### config.mk
export PLATFORM = sky130hd
export DESIGN_NAME = smm_steer
export DESIGN_NICKNAME = d
export VERILOG_FILES = /design/src/rtl/smm_steer_pkg.sv /design/src/rtl/smm_ctl_reg.sv /design/src/rtl/smm_rgn_match.sv /design/src/rtl/smm_route.sv /design/src/rtl/smm_steer.sv
export SDC_FILE = /design/constraint.sdc
export NUM_CORES = 1
export LEC_CHECK = 0
export BUFFER_PORTS_ARGS = -buffer_cell sky130_fd_sc_hd__buf_4
export CORE_MARGIN = 2
export CORE_UTILIZATION = 46
export CTS_BUF_LIST = sky130_fd_sc_hd__clkbuf_8 sky130_fd_sc_hd__clkbuf_16
export CTS_CLUSTER_DIAMETER = 100
export DETAILED_ROUTE_END_ITERATION = 7
export PLACE_DENSITY = 0.84
export SLEW_MARGIN = 5
export SYNTH_ARGS = -nofsm -noshare
export SYNTH_HDL_FRONTEND = slang
export SYNTH_SLANG_ARGS = --single-unit
export TNS_END_PERCENT = 5
### constraint.sdc
create_clock -name clk -period 4.8 [get_ports clk]
set_clock_uncertainty 0.2 [all_clocks]
set_input_delay 0.48 -clock clk [delete_from_list [all_inputs] [get_ports clk]]
set_output_delay 0.48 -clock clk [all_outputs]
set_load 0.05 [all_outputs]
### src/rtl/smm_steer_pkg.sv
package smm_steer_pkg;
  typedef struct packed {
    logic [2:0] rsvd;
    logic       lock_off;
    logic       main_win;
    logic       nrm_win;
    logic       pin_en;
    logic       aux_fill;
  } smm_ctl_t;
endpackage

### src/rtl/smm_ctl_reg.sv
module smm_ctl_reg
  import smm_steer_pkg::*;
#(
  parameter logic [7:0] CTL_IDX = 8'hC1
) (
  input  logic       clk,
  input  logic       rst,
  input  logic       we,
  input  logic [7:0] idx,
  input  logic [7:0] wdata,
  output smm_ctl_t   ctl
);
  logic hit_idx;
  assign hit_idx = we && (idx == CTL_IDX);

  always_ff @(posedge clk) begin
    if (rst) begin
      ctl <= '0;
    end else if (hit_idx) begin
      ctl.aux_fill <= wdata[0];
      ctl.pin_en   <= wdata[1];
      ctl.nrm_win  <= wdata[2];
      ctl.main_win <= wdata[3];
      ctl.lock_off <= wdata[4];
      ctl.rsvd     <= '0;
    end
  end

  // writes to other indices leave the register alone
  p_other_idx_r2: assert property (@(posedge clk) disable iff (rst)
    (we && idx != CTL_IDX) |=> $stable(ctl));
endmodule

### src/rtl/smm_rgn_match.sv
module smm_rgn_match #(
  parameter int ADDR_W = 16
) (
  input  logic [ADDR_W-1:0] base,
  input  logic [ADDR_W-1:0] size,
  input  logic [ADDR_W-1:0] addr,
  output logic              hit
);
  localparam int EXT_W = ADDR_W + 1;
  logic [EXT_W-1:0] offs;

  always_comb begin
    offs = {1'b0, addr} - {1'b0, base};
    hit  = (size != '0) && (addr >= base) && (offs < {1'b0, size});
  end
endmodule

### src/rtl/smm_route.sv
module smm_route
  import smm_steer_pkg::*;
(
  input  logic     clk,
  input  logic     rst,
  input  smm_ctl_t ctl,
  input  logic     cyc_valid,
  input  logic     cyc_code,
  input  logic     rgn_hit,
  input  logic     in_smm,
  input  logic     smi_pin_n,
  input  logic     sm_insn,
  output logic     main_stb,
  output logic     sm_stb,
  output logic     sm_stb_oe,
  output logic     smi_req,
  output logic     bad_op
);
  logic to_sm, main_data_hit, pin_ignored;

  always_comb begin
    main_data_hit = ctl.main_win && !cyc_code && rgn_hit;
    if (!ctl.pin_en)
      to_sm = 1'b0;
    else if (in_smm)
      to_sm = !main_data_hit;
    else
      to_sm = ctl.nrm_win && rgn_hit && !main_data_hit;
    pin_ignored = !in_smm && ctl.nrm_win;
  end

  always_ff @(posedge clk) begin
    if (rst) begin
      main_stb  <= 1'b0;
      sm_stb    <= 1'b0;
      sm_stb_oe <= 1'b0;
      smi_req   <= 1'b0;
      bad_op    <= 1'b0;
    end else begin
      main_stb  <= cyc_valid && !to_sm;
      sm_stb    <= cyc_valid && to_sm;
      sm_stb_oe <= ctl.pin_en;
      smi_req   <= ctl.pin_en && !smi_pin_n && !pin_ignored;
      bad_op    <= sm_insn && (!ctl.pin_en || (!in_smm && !ctl.nrm_win));
    end
  end

  p_one_strobe_r11: assert property (@(posedge clk) disable iff (rst)
    cyc_valid |=> $countones({main_stb, sm_stb}) == 1);
  p_idle_r11: assert property (@(posedge clk) disable iff (rst)
    !cyc_valid |=> !main_stb && !sm_stb);
  p_float_r3: assert property (@(posedge clk) disable iff (rst)
    !ctl.pin_en |=> !sm_stb && !sm_stb_oe && !smi_req);
  p_code_smm_r8: assert property (@(posedge clk) disable iff (rst)
    (cyc_valid && cyc_code && in_smm && ctl.pin_en) |=> sm_stb);
  p_pin_ignored_r5: assert property (@(posedge clk) disable iff (rst)
    (!in_smm && ctl.nrm_win) |=> !smi_req);
endmodule

### src/rtl/smm_steer.sv
module smm_steer
  import smm_steer_pkg::*;
#(
  parameter int          ADDR_W  = 16,
  parameter logic [7:0]  CTL_IDX = 8'hC1
) (
  input  logic              clk,
  input  logic              rst,
  input  logic              cfg_we,
  input  logic [7:0]        cfg_idx,
  input  logic [7:0]        cfg_wdata,
  output logic [7:0]        cfg_rdata,
  input  logic [ADDR_W-1:0] rgn_base,
  input  logic [ADDR_W-1:0] rgn_size,
  input  logic              cyc_valid,
  input  logic              cyc_code,
  input  logic [ADDR_W-1:0] cyc_addr,
  input  logic              in_smm,
  input  logic              smi_pin_n,
  input  logic              sm_insn,
  output logic              main_stb,
  output logic              sm_stb,
  output logic              sm_stb_oe,
  output logic              smi_req,
  output logic              bad_op
);
  smm_ctl_t ctl;
  logic     rgn_hit;

  smm_ctl_reg #(.CTL_IDX(CTL_IDX)) u_ctl (
    .clk(clk), .rst(rst), .we(cfg_we), .idx(cfg_idx), .wdata(cfg_wdata), .ctl(ctl)
  );

  smm_rgn_match #(.ADDR_W(ADDR_W)) u_rgn (
    .base(rgn_base), .size(rgn_size), .addr(cyc_addr), .hit(rgn_hit)
  );

  smm_route u_route (
    .clk(clk), .rst(rst), .ctl(ctl), .cyc_valid(cyc_valid), .cyc_code(cyc_code),
    .rgn_hit(rgn_hit), .in_smm(in_smm), .smi_pin_n(smi_pin_n), .sm_insn(sm_insn),
    .main_stb(main_stb), .sm_stb(sm_stb), .sm_stb_oe(sm_stb_oe),
    .smi_req(smi_req), .bad_op(bad_op)
  );

  assign cfg_rdata = ctl;
endmodule

==> metrics.json, run 1 <==
{
  "timing.max_slew.rel_slack": {"value": 0.625},
  "final.setup.tns": {"value": 0, "unit": "ns"},
  "finalHoldViolations": {"value": 0},
  "critical_path_required": {"value": 4.72, "unit": "ns"},
  "fp.dieArea": {"value": 4100, "unit": "sq um"},
  "final_weighted_congestion_of_routability_driven_global_placement": {"value": 0.845},
  "synth_ff_type": {"value": "sky130_fd_sc_hd__dfxtp_1"},
  "chipHeight": {"value": 64.0, "unit": "um"},
  "final_stage_net_count": {"value": 405},
  "tightestPinTransition": {"value": 0.548, "unit": "ns"},
  "flow.area_growth_from_synthesis": {"value": 40.2, "unit": "%"},
  "critical_path_peak_fanout": {"value": 3},
  "pre_cts_slack": {"value": 0.567, "unit": "ns"},
  "outcome": {"value": "finished clean"},
  "final_design_area_no_fill": {"value": 2320, "unit": "sq um"},
  "setup_viol": {"value": 0},
  "powerDensity": {"value": 176, "unit": "nW/um^2"},
  "placementRows": {"value": 21},
  "root_buffer": {"value": "sky130_fd_sc_hd__clkbuf_8"},
  "placed_instance_area": {"value": 2280, "unit": "sq um"},
  "shortest_clock_period_the_worst_path_allows_after_layout": {"value": 4.05, "unit": "ns"},
  "whs": {"value": 0.231, "unit": "ns"},
  "ir_worst_vdd": {"value": 84.2, "unit": "uV"},
  "global_route_wire_length_before_repair": {"value": 7150, "unit": "um"},
  "async_flop_share": {"value": 0},
  "cts_hold_buffers": {"value": 0},
  "leakagePower": {"value": 1.27, "unit": "nW"},
  "mostFrequentLayoutCell": {"value": "sky130_fd_sc_hd__buf_4"},
  "clk-insertion-delay-late": {"value": 0.23, "unit": "ns"},
  "slack_of_the_critical_path": {"value": 0.749, "unit": "ns"},
  "flip_flop_and_latch_count_after_synthesis": {"value": 10},
  "mostFrequentLayoutCells": {"value": "78 x sky130_fd_sc_hd__buf_4, 38 x sky130_fd_sc_hd__inv_1, 31 x sky130_fd_sc_hd__ha_1"},
  "numClockSinks": {"value": 10},
  "area_used_by_multi_input_combinational_logic": {"value": 1290, "unit": "sq um"},
  "timing.final.max_slew_violations": {"value": 0},
  "fp.dieW": {"value": 64.0, "unit": "um"},
  "share_of_final_layout_standard_cells_stronger_than_drive_strength_1": {"value": 0.298},
  "postCtsResizedCells": {"value": 0},
  "final_antenna_net_count": {"value": 0},
  "timing.hold.worst.class": {"value": "in -> reg"},
  "hpwlAfterDp": {"value": 3630, "unit": "um"},
  "port_buffers": {"value": 78},
  "clock_slew_seen_by_the_registers_of_the_worst_setup_and_hold_paths": {"value": 0.04, "unit": "ns"},
  "synth-warning-count": {"value": 0},
  "crit_path_end_kind": {"value": "register"},
  "core-area": {"value": 3390, "unit": "sq um"},
  "ys_seq_area_frac": {"value": 0.121},
  "rsz_0062_raised_after_global_routing": {"value": "false"},
  "max_freq": {"value": 0.247, "unit": "GHz"},
  "synthesis.area_per_instance": {"value": 7.53, "unit": "sq um"},
  "design.portCount": {"value": 85},
  "cts_buffer_depth": {"value": 2},
  "regArea": {"value": 200, "unit": "sq um"},
  "netlist-cell-type-count": {"value": 47},
  "cts_tree": {"value": "done"},
  "synth_enable_flop_cells": {"value": 0},
  "grt_max_degree": {"value": 11},
  "n_fill_cell": {"value": 301},
  "track_usage": {"value": 0.210},
  "diodes": {"value": 0},
  "routed_via_density": {"value": 5.17},
  "firstDrtPassIters": {"value": 4},
  "h-tree-depth": {"value": 1},
  "postSynthCellCount": {"value": 220},
  "postLayoutCoreUtil": {"value": 0.685},
  "setup.worst_path.start_class": {"value": "primary input"},
  "first_iter_violations": {"value": 82},
  "number_of_global_route_vias_before_repair": {"value": 1664},
  "initial_core_util": {"value": 0.489},
  "cts_buffers": {"value": 3},
  "finalWirelength": {"value": 4120, "unit": "um"},
  "cts_setup_buffers": {"value": 0},
  "via_count": {"value": 1782},
  "route.detailed.drc": {"value": 0},
  "min_period_over_period": {"value": 0.844},
  "antenna_found_initial": {"value": 0},
  "crit_type": {"value": "in -> reg"},
  "post_drt_wl_per_cell": {"value": 11.9, "unit": "um"},
  "max_cap_violations": {"value": 0},
  "syn-cell-area": {"value": 1660, "unit": "sq um"},
  "worst-endpoint-arrival": {"value": 3.97, "unit": "ns"},
  "grt.overflow.total": {"value": 0}
}
## kinds of logic (layout without fill, tap and decap cells)
| group | count (synthesis) | in the layout | synth area share |
|---|---|---|---|
| compound gates | 54 | 54 | 0.224 |
| xor+xnor | 13 | 13 | 0.0687 |
| fa+ha+maj | 32 | 32 | 0.246 |
| buf+inv | 42 | 119 | 0.102 |
| flops | 10 | 10 | 0.121 |
| mux | 5 | 5 | 0.0302 |
| other cells | 1 | 3 | 0.00226 |
| simple gates | 63 | 63 | 0.206 |
## report_power, final
part	switching [W]	total (W)	internal [W]
Combinational	0.000121	0.000243	0.000122
Clock	0.0000265	0.0000809	0.0000543
Sequential	0.000000237	0.0000846	0.0000844
Total	0.000148	0.000408	0.000260
## worst paths after layout
| path | start | end | slack (ns) | cells after the start |
|---|---|---|---|---|
| min | smi_pin_n | u_route.smi_req$_SDFF_PP0_ | 0.23 | 2 |
| max | rgn_base[0] | u_route.sm_stb$_SDFF_PP0_ | 0.75 | 17 |
| max reg2reg | u_ctl.ctl[2]$_SDFFE_PP0P_ | u_route.sm_stb$_SDFF_PP0_ | 3.60 | 3 |
| min reg2reg | u_ctl.ctl[0]$_SDFFE_PP0P_ | u_ctl.ctl[0]$_SDFFE_PP0P_ | 0.30 | 2 |
## cells in the mapped netlist, types with 2 or more instances
cell	n	share of area
sky130_fd_sc_hd__inv_1	38	0.086
sky130_fd_sc_hd__o21a_1	2	0.0091
sky130_fd_sc_hd__buf_4	3	0.014
sky130_fd_sc_hd__nor3_1	6	0.018
sky130_fd_sc_hd__o211ai_1	2	0.0091
sky130_fd_sc_hd__nor2b_1	3	0.011
sky130_fd_sc_hd__nand3_1	7	0.021
sky130_fd_sc_hd__nand2_1	11	0.025
sky130_fd_sc_hd__mux2i_1	5	0.030
sky130_fd_sc_hd__ha_1	31	0.23
sky130_fd_sc_hd__dfxtp_1	10	0.12
sky130_fd_sc_hd__a21o_1	4	0.018
sky130_fd_sc_hd__a2111oi_0	2	0.011
sky130_fd_sc_hd__a221oi_1	2	0.011
sky130_fd_sc_hd__xnor2_1	11	0.058
sky130_fd_sc_hd__nor4_1	5	0.019
sky130_fd_sc_hd__or2_2	2	0.0076
sky130_fd_sc_hd__o21ai_0	6	0.018
sky130_fd_sc_hd__nand2b_1	4	0.015
sky130_fd_sc_hd__xor2_1	2	0.011
sky130_fd_sc_hd__nand4_1	4	0.015
sky130_fd_sc_hd__nor2_1	13	0.029
sky130_fd_sc_hd__a21oi_1	20	0.060
sky130_fd_sc_hd__o31ai_1	2	0.0091
sky130_fd_sc_hd__a31o_1	3	0.016
## stage by stage
stage / std cells / total power [W]
after CTS: 345 / 0.000410
after detailed placement: 342 / 0.000327
after global routing: 345 / 0.000446
final: 345 / 0.000408
after global placement: 342 / 0.000320
after floorplan: 222 / 0.000251
## layout make-up
cell class                 count  share of cell area
timing repair buffer          78               0.252
inverter                      38              0.0614
clock buffer                   3              0.0178
tap                           46              0.0248
multi-input combinational    170               0.558
sequential                    10              0.0862
## critical path, stage by stage
cell	delay (ns)
sky130_fd_sc_hd__buf_4	0.11
sky130_fd_sc_hd__ha_1	0.21
sky130_fd_sc_hd__fa_1	0.41
sky130_fd_sc_hd__nor2b_1	0.18
sky130_fd_sc_hd__o31a_2	0.20
sky130_fd_sc_hd__o22ai_4	0.09
sky130_fd_sc_hd__o221ai_2	0.26
sky130_fd_sc_hd__a31o_1	0.19
sky130_fd_sc_hd__a21oi_1	0.08
sky130_fd_sc_hd__xnor2_1	0.17
sky130_fd_sc_hd__ha_1	0.27
sky130_fd_sc_hd__o211ai_1	0.28
sky130_fd_sc_hd__nor2_1	0.09
sky130_fd_sc_hd__a221oi_1	0.40
sky130_fd_sc_hd__and4b_2	0.28
sky130_fd_sc_hd__a31oi_1	0.09
sky130_fd_sc_hd__and4b_1	0.18
## registers in the layout, summed over array words and instances, names as in the netlist
| signal | count |
|---|---|
| u_ctl.ctl | 5 |
| u_route.bad_op | 1 |
| u_route.main_stb | 1 |
| u_route.sm_stb | 1 |
| u_route.sm_stb_oe | 1 |
| u_route.smi_req | 1 |
## metal layers
layer / up-vias / track usage / part of all wire
met1: 788 / 0.283 / 0.45
li1: 940 / - / -
met4: 0 / 0.0163 / 0.0046
met5: - / 0 / 0
met2: 50 / 0.362 / 0.49
met3: 4 / 0.0387 / 0.055
No activity file was read; power rests on OpenSTA's default activity.
==> run 2, diff against run 1 <==
--- a/config.mk
+++ b/config.mk
@@ -5,13 +5,14 @@
 export SDC_FILE = /design/constraint.sdc
 export NUM_CORES = 1
 export LEC_CHECK = 0
+export ABC_AREA = 1
 export BUFFER_PORTS_ARGS = -buffer_cell sky130_fd_sc_hd__buf_4
 export CORE_MARGIN = 2
-export CORE_UTILIZATION = 46
+export CORE_UTILIZATION = 43
 export CTS_BUF_LIST = sky130_fd_sc_hd__clkbuf_8 sky130_fd_sc_hd__clkbuf_16
 export CTS_CLUSTER_DIAMETER = 100
 export DETAILED_ROUTE_END_ITERATION = 7
-export PLACE_DENSITY = 0.84
+export PLACE_DENSITY = 0.81
 export SLEW_MARGIN = 5
 export SYNTH_ARGS = -nofsm -noshare
 export SYNTH_HDL_FRONTEND = slang
==> constraint.sdc (replaced) <==
create_clock -name clk -period 3.2 [get_ports clk]
set_clock_uncertainty 0.2 [all_clocks]
set_input_delay 0.32 -clock clk [delete_from_list [all_inputs] [get_ports clk]]
set_output_delay 0.32 -clock clk [all_outputs]
set_load 0.05 [all_outputs]
==> run 2 against run 1 <==
Net effect: power is 65% higher; final area is 6.9% higher; non-clock buffer count is 2 higher; register-to-register slack worse by 1.5 ns; sequential cell count stayed put; clock-buffer cell count is 1 higher; worst setup slack worse by 0.40 ns; largest power group unchanged; highest routed layer unchanged.
==> metrics.json, run 2 <==
{
  "reg2reg_to": {"value": "u_route.main_stb$_SDFF_PP0_"},
  "seq_power_share": {"value": 0.188},
  "crit_path_end_kind": {"value": "register"},
  "hold-path-endpoint": {"value": "u_route.smi_req$_SDFF_PP0_"},
  "netsw": {"value": 0.000258, "unit": "W"},
  "antenna_found_initial": {"value": 0},
  "initial_core_util": {"value": 0.447},
  "comb_power_share": {"value": 0.577},
  "timing.final.max_slew_violations": {"value": 0},
  "max_cap_violations": {"value": 0},
  "area_used_by_multi_input_combinational_logic": {"value": 1340, "unit": "sq um"},
  "timing.hold.worst.class": {"value": "in -> reg"},
  "chipHeight": {"value": 68.2, "unit": "um"},
  "design.portCount": {"value": 85},
  "ys_seq_area_frac": {"value": 0.113},
  "firstDrtPassIters": {"value": 4},
  "critical_path_cell_count": {"value": 21},
  "synthTopCellsByCount": {"value": "59 x sky130_fd_sc_hd__inv_1, 49 x sky130_fd_sc_hd__nand2_1, 31 x sky130_fd_sc_hd__ha_1, 25 x sky130_fd_sc_hd__nor2_1, 19 x sky130_fd_sc_hd__a21oi_1"},
  "crit_path_max_incr_delay": {"value": 0.36, "unit": "ns"},
  "timing.critical_path.max_delay_family": {"value": "simple AND/OR/NAND/NOR gates"},
  "fp.dieW": {"value": 68.2, "unit": "um"},
  "cells_along_the_critical_path": {"value": "buf_4 > ha_1 > fa_2 > o21ai_2 > nand2_2 > nand2_4 > a21boi_2 > o21bai_1 > xor2_1 > ha_1 > nand2_1 > inv_1 > nor3_1 > nand2_1 > nand2_1 > nand2_1 > nand2_2 > nand2_1 > nand2_1 > nand3_1 > nor2_1"},
  "shortest_clock_period_the_worst_path_allows_after_layout": {"value": 2.85, "unit": "ns"},
  "powerDensity": {"value": 271, "unit": "nW/um^2"},
  "final_antenna_net_count": {"value": 0},
  "track_usage": {"value": 0.181},
  "netlist-cell-type-count": {"value": 32},
  "crit_type": {"value": "in -> reg"},
  "power_frac_clock": {"value": 0.234},
  "via_count": {"value": 1900},
  "clock_slew_seen_by_the_registers_of_the_worst_setup_and_hold_paths": {"value": 0.05, "unit": "ns"},
  "async_flop_share": {"value": 0},
  "mostFrequentLayoutCells": {"value": "80 x sky130_fd_sc_hd__buf_4, 59 x sky130_fd_sc_hd__inv_1, 48 x sky130_fd_sc_hd__nand2_1"},
  "r2r-start": {"value": "u_ctl.ctl[1]$_SDFFE_PP0P_"},
  "fp.dieArea": {"value": 4660, "unit": "sq um"},
  "clk-insertion-delay-late": {"value": 0.23, "unit": "ns"},
  "min_period_over_period": {"value": 0.892},
  "synth_top_area_frac": {"value": 0.219},
  "rsz_0062_raised_after_global_routing": {"value": "false"},
  "syn-cell-area": {"value": 1770, "unit": "sq um"},
  "first_iter_violations": {"value": 43},
  "setup_viol": {"value": 0},
  "cts_buffer_depth": {"value": 2},
  "synth.top_cells.by_area": {"value": "sky130_fd_sc_hd__ha_1 22%, sky130_fd_sc_hd__inv_1 12%, sky130_fd_sc_hd__dfxtp_1 11%, sky130_fd_sc_hd__nand2_1 10%, sky130_fd_sc_hd__a21oi_1 5.4%"},
  "cts_buffers": {"value": 3},
  "yosys_top_cell_by_area": {"value": "sky130_fd_sc_hd__ha_1"},
  "diodes": {"value": 0},
  "final.setup.tns": {"value": 0, "unit": "ns"},
  "global_route_wire_length_before_repair": {"value": 6780, "unit": "um"},
  "routed_via_density": {"value": 4.67},
  "final_stage_net_count": {"value": 462},
  "flow.area_growth_from_synthesis": {"value": 39.9, "unit": "%"},
  "setup.worst_path.start_class": {"value": "primary input"},
  "share_of_final_layout_standard_cells_stronger_than_drive_strength_1": {"value": 0.305},
  "root_buffer": {"value": "sky130_fd_sc_hd__clkbuf_8"},
  "r2r_slack": {"value": 2.07, "unit": "ns"},
  "cp_common_cell": {"value": "sky130_fd_sc_hd__nand2_1"},
  "max_freq": {"value": 0.350, "unit": "GHz"},
  "synthesis.area_per_instance": {"value": 6.48, "unit": "sq um"},
  "synth_ff_type": {"value": "sky130_fd_sc_hd__dfxtp_1"},
  "worst-endpoint-arrival": {"value": 2.83, "unit": "ns"},
  "synth-warning-count": {"value": 0},
  "critical_path_required": {"value": 3.17, "unit": "ns"},
  "power.total": {"value": 0.000673, "unit": "W"},
  "finalWirelength": {"value": 4070, "unit": "um"},
  "synth_enable_flop_cells": {"value": 0},
  "leakagePower": {"value": 1.41, "unit": "nW"},
  "critical_path.n_buffers_inverters": {"value": 2},
  "cts_setup_buffers": {"value": 0},
  "final_weighted_congestion_of_routability_driven_global_placement": {"value": 0.786},
  "outcome": {"value": "finished clean"},
  "cts_tree": {"value": "done"},
  "flip_flop_and_latch_count_after_synthesis": {"value": 10},
  "hpwlAfterDp": {"value": 3640, "unit": "um"},
  "route.detailed.drc": {"value": 0},
  "placementRows": {"value": 23},
  "hold_path.startpoint": {"value": "smi_pin_n"},
  "synthMostInstantiatedCell": {"value": "sky130_fd_sc_hd__inv_1"},
  "core-area": {"value": 3970, "unit": "sq um"},
  "mostFrequentLayoutCell": {"value": "sky130_fd_sc_hd__buf_4"},
  "regArea": {"value": 200, "unit": "sq um"},
  "cts_hold_buffers": {"value": 0},
  "largest_reg_flops": {"value": 5},
  "numClockSinks": {"value": 10},
  "finalHoldViolations": {"value": 0},
  "grt_max_degree": {"value": 8},
  "h-tree-depth": {"value": 1},
  "port_buffers": {"value": 78},
  "number_of_global_route_vias_before_repair": {"value": 1771},
  "postSynthCellCount": {"value": 274},
  "critical_path_peak_fanout": {"value": 3},
  "n_fill_cell": {"value": 393},
  "hold_depth": {"value": 2},
  "ir_worst_vdd": {"value": 189, "unit": "uV"},
  "grt.overflow.total": {"value": 0},
  "post_drt_wl_per_cell": {"value": 10.0, "unit": "um"},
  "cell_internal_pwr": {"value": 0.000416, "unit": "W"},
  "largest-register": {"value": "u_ctl.ctl"},
  "slowest_stage": {"value": "sky130_fd_sc_hd__fa_2"},
  "reg2reg_depth": {"value": 5},
  "power.share.switching": {"value": 0.382}
}
[run 2: cell types whose count changed after synthesis, moves of 3 or more]
cell,before,now
sky130_fd_sc_hd__a31o_1,3,0
sky130_fd_sc_hd__nand2_1,11,49
sky130_fd_sc_hd__xnor2_1,11,6
sky130_fd_sc_hd__inv_1,38,59
sky130_fd_sc_hd__nor2_1,13,25
sky130_fd_sc_hd__o21ai_0,6,1
sky130_fd_sc_hd__nor2b_1,3,0
sky130_fd_sc_hd__nor3_1,6,9
sky130_fd_sc_hd__nand3_2,0,4
sky130_fd_sc_hd__xor2_1,2,8
sky130_fd_sc_hd__nand2_2,0,9
sky130_fd_sc_hd__mux2i_1,5,0
sky130_fd_sc_hd__nand2b_1,4,0
[run 2: power groups by stage]
stage                     Combinational [W]  Clock [W]  Sequential (W)
after CTS                          0.000388   0.000162        0.000127
after global placement             0.000374          0        0.000129
after global routing               0.000446   0.000170        0.000127
after floorplan                    0.000259          0        0.000135
after detailed placement           0.000386          0        0.000129
final                              0.000389   0.000158        0.000127
[run 2: worst max path at each step]
stage | from | to | slack (ns)
after CTS | rgn_base[0] | u_route.main_stb$_SDFF_PP0_ | 0.26
after global placement | rgn_base[0] | u_route.main_stb$_SDFF_PP0_ | 0.04
final | rgn_base[0] | u_route.sm_stb$_SDFF_PP0_ | 0.35
after detailed placement | rgn_base[0] | u_route.main_stb$_SDFF_PP0_ | 0.01
after global routing | rgn_base[0] | u_route.sm_stb$_SDFF_PP0_ | 0.02
after floorplan | cyc_addr[0] | u_route.main_stb$_SDFF_PP0_ | 0.27
[run 2: what timing repair did]
item,in CTS,in global routing
gates resized for setup,0,2
setup endpoints to repair,0,2
hold endpoints to repair,0,0
[run 2: stage by stage]
step / hold slack (ns) / utilization / instance area (sq um) / cells / worst slack, ns
floorplan: 0.192 / - / 1780 / 276 / 0.269
global placement: 0.269 / 0.610 / 2420 / 403 / 0.0426
detailed placement: 0.279 / 0.610 / 2420 / 403 / 0.0149
CTS: 0.0399 / 0.624 / 2480 / 407 / 0.255
global route: 0.0370 / 0.625 / 2480 / 407 / 0.0195
finish: 0.0444 / 0.625 / 2480 / 407 / 0.346
[run 2: cell families after synthesis]
kind of cell	count (synthesis)	share of synthesized area
other	1	0.00211
AOI/OAI and AO/OA	34	0.121
xor gates and xnor gates	14	0.0691
buffers and inverters	64	0.142
DFF	10	0.113
adders and majority gates	32	0.230
and+or+nand+nor	119	0.323
[run 2: cell type report]
type / count / area share
Multi-Input combinational cell: 202 / 0.538
Sequential cell: 10 / 0.0806
Tap cell: 50 / 0.0252
Clock buffer: 4 / 0.0222
Timing Repair Buffer: 80 / 0.242
Inverter: 61 / 0.0922
[run 2: metal layers]
metal,GRT usage,share of wire
met3,0.0197,0.041
met4,0.0150,0.0022
met5,0,0
met1,0.223,0.44
met2,0.348,0.51
==> run 3, diff against run 2 <==
--- a/config.mk
+++ b/config.mk
@@ -7,12 +7,13 @@
 export LEC_CHECK = 0
 export ABC_AREA = 1
 export BUFFER_PORTS_ARGS = -buffer_cell sky130_fd_sc_hd__buf_4
+export CORE_ASPECT_RATIO = 1.2
 export CORE_MARGIN = 2
-export CORE_UTILIZATION = 43
+export CORE_UTILIZATION = 51
 export CTS_BUF_LIST = sky130_fd_sc_hd__clkbuf_8 sky130_fd_sc_hd__clkbuf_16
 export CTS_CLUSTER_DIAMETER = 100
 export DETAILED_ROUTE_END_ITERATION = 7
-export PLACE_DENSITY = 0.81
+export PLACE_DENSITY = 0.9
 export SLEW_MARGIN = 5
 export SYNTH_ARGS = -nofsm -noshare
 export SYNTH_HDL_FRONTEND = slang
==> constraint.sdc (replaced) <==
create_clock -name clk -period 3.5 [get_ports clk]
set_clock_uncertainty 0.2 [all_clocks]
set_input_delay 0.35 -clock clk [delete_from_list [all_inputs] [get_ports clk]]
set_output_delay 0.35 -clock clk [all_outputs]
set_load 0.05 [all_outputs]
==> run 3 against run 2 <==
Net effect: clock power decreased by 9%; final cell count fell by 3.7%; sequential cell count did not move; sequential share of layout area rose by 0.12 points; combinational power is 9.0% lower; worst setup slack improved by 0.047 ns; via count is 4.1% higher; critical endpoint is now u_route.main_stb$_SDFF_PP0_; largest cell class unchanged; highest routed layer unchanged.
==> metrics.json, run 3 (synthesized netlist as in run 2, its figures left out) <==
{
  "fp.dieW": {"value": 57.8, "unit": "um"},
  "core-area": {"value": 3340, "unit": "sq um"},
  "finished_layout_cells": {"value": 392},
  "final_antenna_net_count": {"value": 0},
  "clk-insertion-delay-late": {"value": 0.23, "unit": "ns"},
  "route.detailed.drc": {"value": 0},
  "shortest_clock_period_the_worst_path_allows_after_layout": {"value": 3.11, "unit": "ns"},
  "h-tree-depth": {"value": 1},
  "antenna_found_initial": {"value": 0},
  "setup.worst_path.start_class": {"value": "primary input"},
  "share_of_final_layout_standard_cells_stronger_than_drive_strength_1": {"value": 0.296},
  "dp_cells": {"value": 388},
  "cts_buffer_depth": {"value": 2},
  "final.setup.tns": {"value": 0, "unit": "ns"},
  "final_weighted_congestion_of_routability_driven_global_placement": {"value": 0.883},
  "ir_worst_vdd": {"value": 234, "unit": "uV"},
  "number_of_global_route_vias_before_repair": {"value": 1929},
  "reg2reg_to": {"value": "u_route.main_stb$_SDFF_PP0_"},
  "mostFrequentLayoutCell": {"value": "sky130_fd_sc_hd__buf_4"},
  "hold_depth": {"value": 2},
  "post_drt_wl_per_cell": {"value": 10.7, "unit": "um"},
  "whs": {"value": 0.0676, "unit": "ns"},
  "slowest_stage": {"value": "sky130_fd_sc_hd__fa_1"},
  "fp.dieArea": {"value": 3970, "unit": "sq um"},
  "cts_buffers": {"value": 3},
  "diodes": {"value": 0},
  "final_stage_net_count": {"value": 460},
  "critical_path_cell_count": {"value": 21},
  "hold-path-endpoint": {"value": "u_route.smi_req$_SDFF_PP0_"},
  "postLayoutCoreUtil": {"value": 0.733},
  "r2r-start": {"value": "u_ctl.ctl[2]$_SDFFE_PP0P_"},
  "mostFrequentLayoutCells": {"value": "78 x sky130_fd_sc_hd__buf_4, 59 x sky130_fd_sc_hd__inv_1, 49 x sky130_fd_sc_hd__nand2_1"},
  "timing.final.max_slew_violations": {"value": 0},
  "numClockSinks": {"value": 10},
  "hold_path.startpoint": {"value": "smi_pin_n"},
  "leakagePower": {"value": 1.40, "unit": "nW"},
  "critical_path.n_buffers_inverters": {"value": 2},
  "critical_path_required": {"value": 3.43, "unit": "ns"},
  "chipHeight": {"value": 68.6, "unit": "um"},
  "cts_setup_buffers": {"value": 0},
  "finalWirelength": {"value": 4200, "unit": "um"},
  "timing.critical_path.max_delay_family": {"value": "simple AND/OR/NAND/NOR gates"},
  "crit_path_max_incr_delay": {"value": 0.43, "unit": "ns"},
  "rsz_0062_raised_after_global_routing": {"value": "false"},
  "cts_hold_buffers": {"value": 0},
  "powerDensity": {"value": 250, "unit": "nW/um^2"},
  "root_buffer": {"value": "sky130_fd_sc_hd__clkbuf_8"},
  "crit_path_end_kind": {"value": "register"},
  "port_buffers": {"value": 78},
  "n_fill_cell": {"value": 274},
  "grt.overflow.total": {"value": 0},
  "cells_along_the_critical_path": {"value": "buf_4 > ha_1 > fa_1 > o21ai_2 > nand2_2 > nand2_4 > a21boi_2 > o21bai_1 > xor2_1 > ha_1 > inv_1 > nor3_1 > nor3_1 > nand2_1 > nand2_1 > nand2_1 > nand2_1 > nand3_2 > nand2_1 > nor2_1 > nor2_1"},
  "max_freq": {"value": 0.322, "unit": "GHz"},
  "initial_core_util": {"value": 0.531},
  "cp_common_cell": {"value": "sky130_fd_sc_hd__nand2_1"},
  "postCtsResizedCells": {"value": 0},
  "largest_reg_flops": {"value": 5},
  "setup_viol": {"value": 0},
  "hpwlAfterDp": {"value": 3740, "unit": "um"},
  "track_usage": {"value": 0.217},
  "global_route_wire_length_before_repair": {"value": 6980, "unit": "um"},
  "via_count": {"value": 1977},
  "first_iter_violations": {"value": 26},
  "min_period_over_period": {"value": 0.888},
  "placementRows": {"value": 23},
  "reg2reg_depth": {"value": 5},
  "timing.hold.worst.class": {"value": "in -> reg"},
  "crit_type": {"value": "in -> reg"},
  "cts_tree": {"value": "done"},
  "routed_via_density": {"value": 5.04},
  "clock_slew_seen_by_the_registers_of_the_worst_setup_and_hold_paths": {"value": 0.05, "unit": "ns"},
  "largest-register": {"value": "u_ctl.ctl"},
  "grt_max_degree": {"value": 8},
  "design.portCount": {"value": 85},
  "critical_path_peak_fanout": {"value": 3},
  "flow.area_growth_from_synthesis": {"value": 37.9, "unit": "%"},
  "outcome": {"value": "finished clean"},
  "worst-endpoint-arrival": {"value": 3.04, "unit": "ns"},
  "firstDrtPassIters": {"value": 4},
  "finalHoldViolations": {"value": 0},
  "max_cap_violations": {"value": 0},
  "r2r_slack": {"value": 2.32, "unit": "ns"}
}
run 3: cell count changes in the layout (fill, tap and decap cells not counted), sizes merged:
cell,delta
buf,-2
run 3: worst max-delay path by stage:
| stage | to | startpoint |
|---|---|---|
| final | u_route.main_stb$_SDFF_PP0_ | rgn_base[0] |
| after global routing | u_route.main_stb$_SDFF_PP0_ | rgn_base[0] |
| after CTS | u_route.main_stb$_SDFF_PP0_ | rgn_base[0] |
| after detailed placement | u_route.main_stb$_SDFF_PP0_ | rgn_base[0] |
| after global placement | u_route.main_stb$_SDFF_PP0_ | rgn_base[0] |
| after floorplan | u_route.main_stb$_SDFF_PP0_ | cyc_addr[0] |
run 3: area by class of cell:
type                       count  area [sq um]  area share
timing repair buffer          78           586       0.239
clock buffer                   4          55.1      0.0225
tap                           37          46.3      0.0189
multi-input combinational    202          1330       0.544
inverter                      61           229      0.0936
sequential                    10           200      0.0818
run 3: metal layers:
layer / up-vias / share of wire / global-route usage
met5: - / 0 / 0
met1: 867 / 0.37 / 0.207
li1: 1032 / - / -
met3: 11 / 0.049 / 0.0354
met2: 67 / 0.56 / 0.462
met4: 0 / 0.020 / 0.0669
run 3: through the flow:
step	area [sq um]	total power (W)	setup WS, ns
detailed placement	2390	0.000471	0.160
global placement	2390	0.000455	0.296
floorplan	1780	0.000360	0.539
global route	2450	0.000673	0.0135
CTS	2450	0.000616	0.405
finish	2450	0.000613	0.393
run 3: worst register-to-register path: stages (launching register included):
cell                      delay [ns]
sky130_fd_sc_hd__dfxtp_1        0.34
sky130_fd_sc_hd__inv_1          0.06
sky130_fd_sc_hd__a21oi_1        0.21
sky130_fd_sc_hd__nand2_1        0.10
sky130_fd_sc_hd__nor2_1         0.12
sky130_fd_sc_hd__nor2_1         0.05
run 3: power by group:
part / switching (W) / leakage [nW] / internal, W / total (W)
sequential: 0.000000368 / 0.0811 / 0.000116 / 0.000116
combinational: 0.000191 / 1.29 / 0.000163 / 0.000354
clock: 0.0000439 / 0.0288 / 0.0000987 / 0.000143
total: 0.000235 / 1.40 / 0.000377 / 0.000613
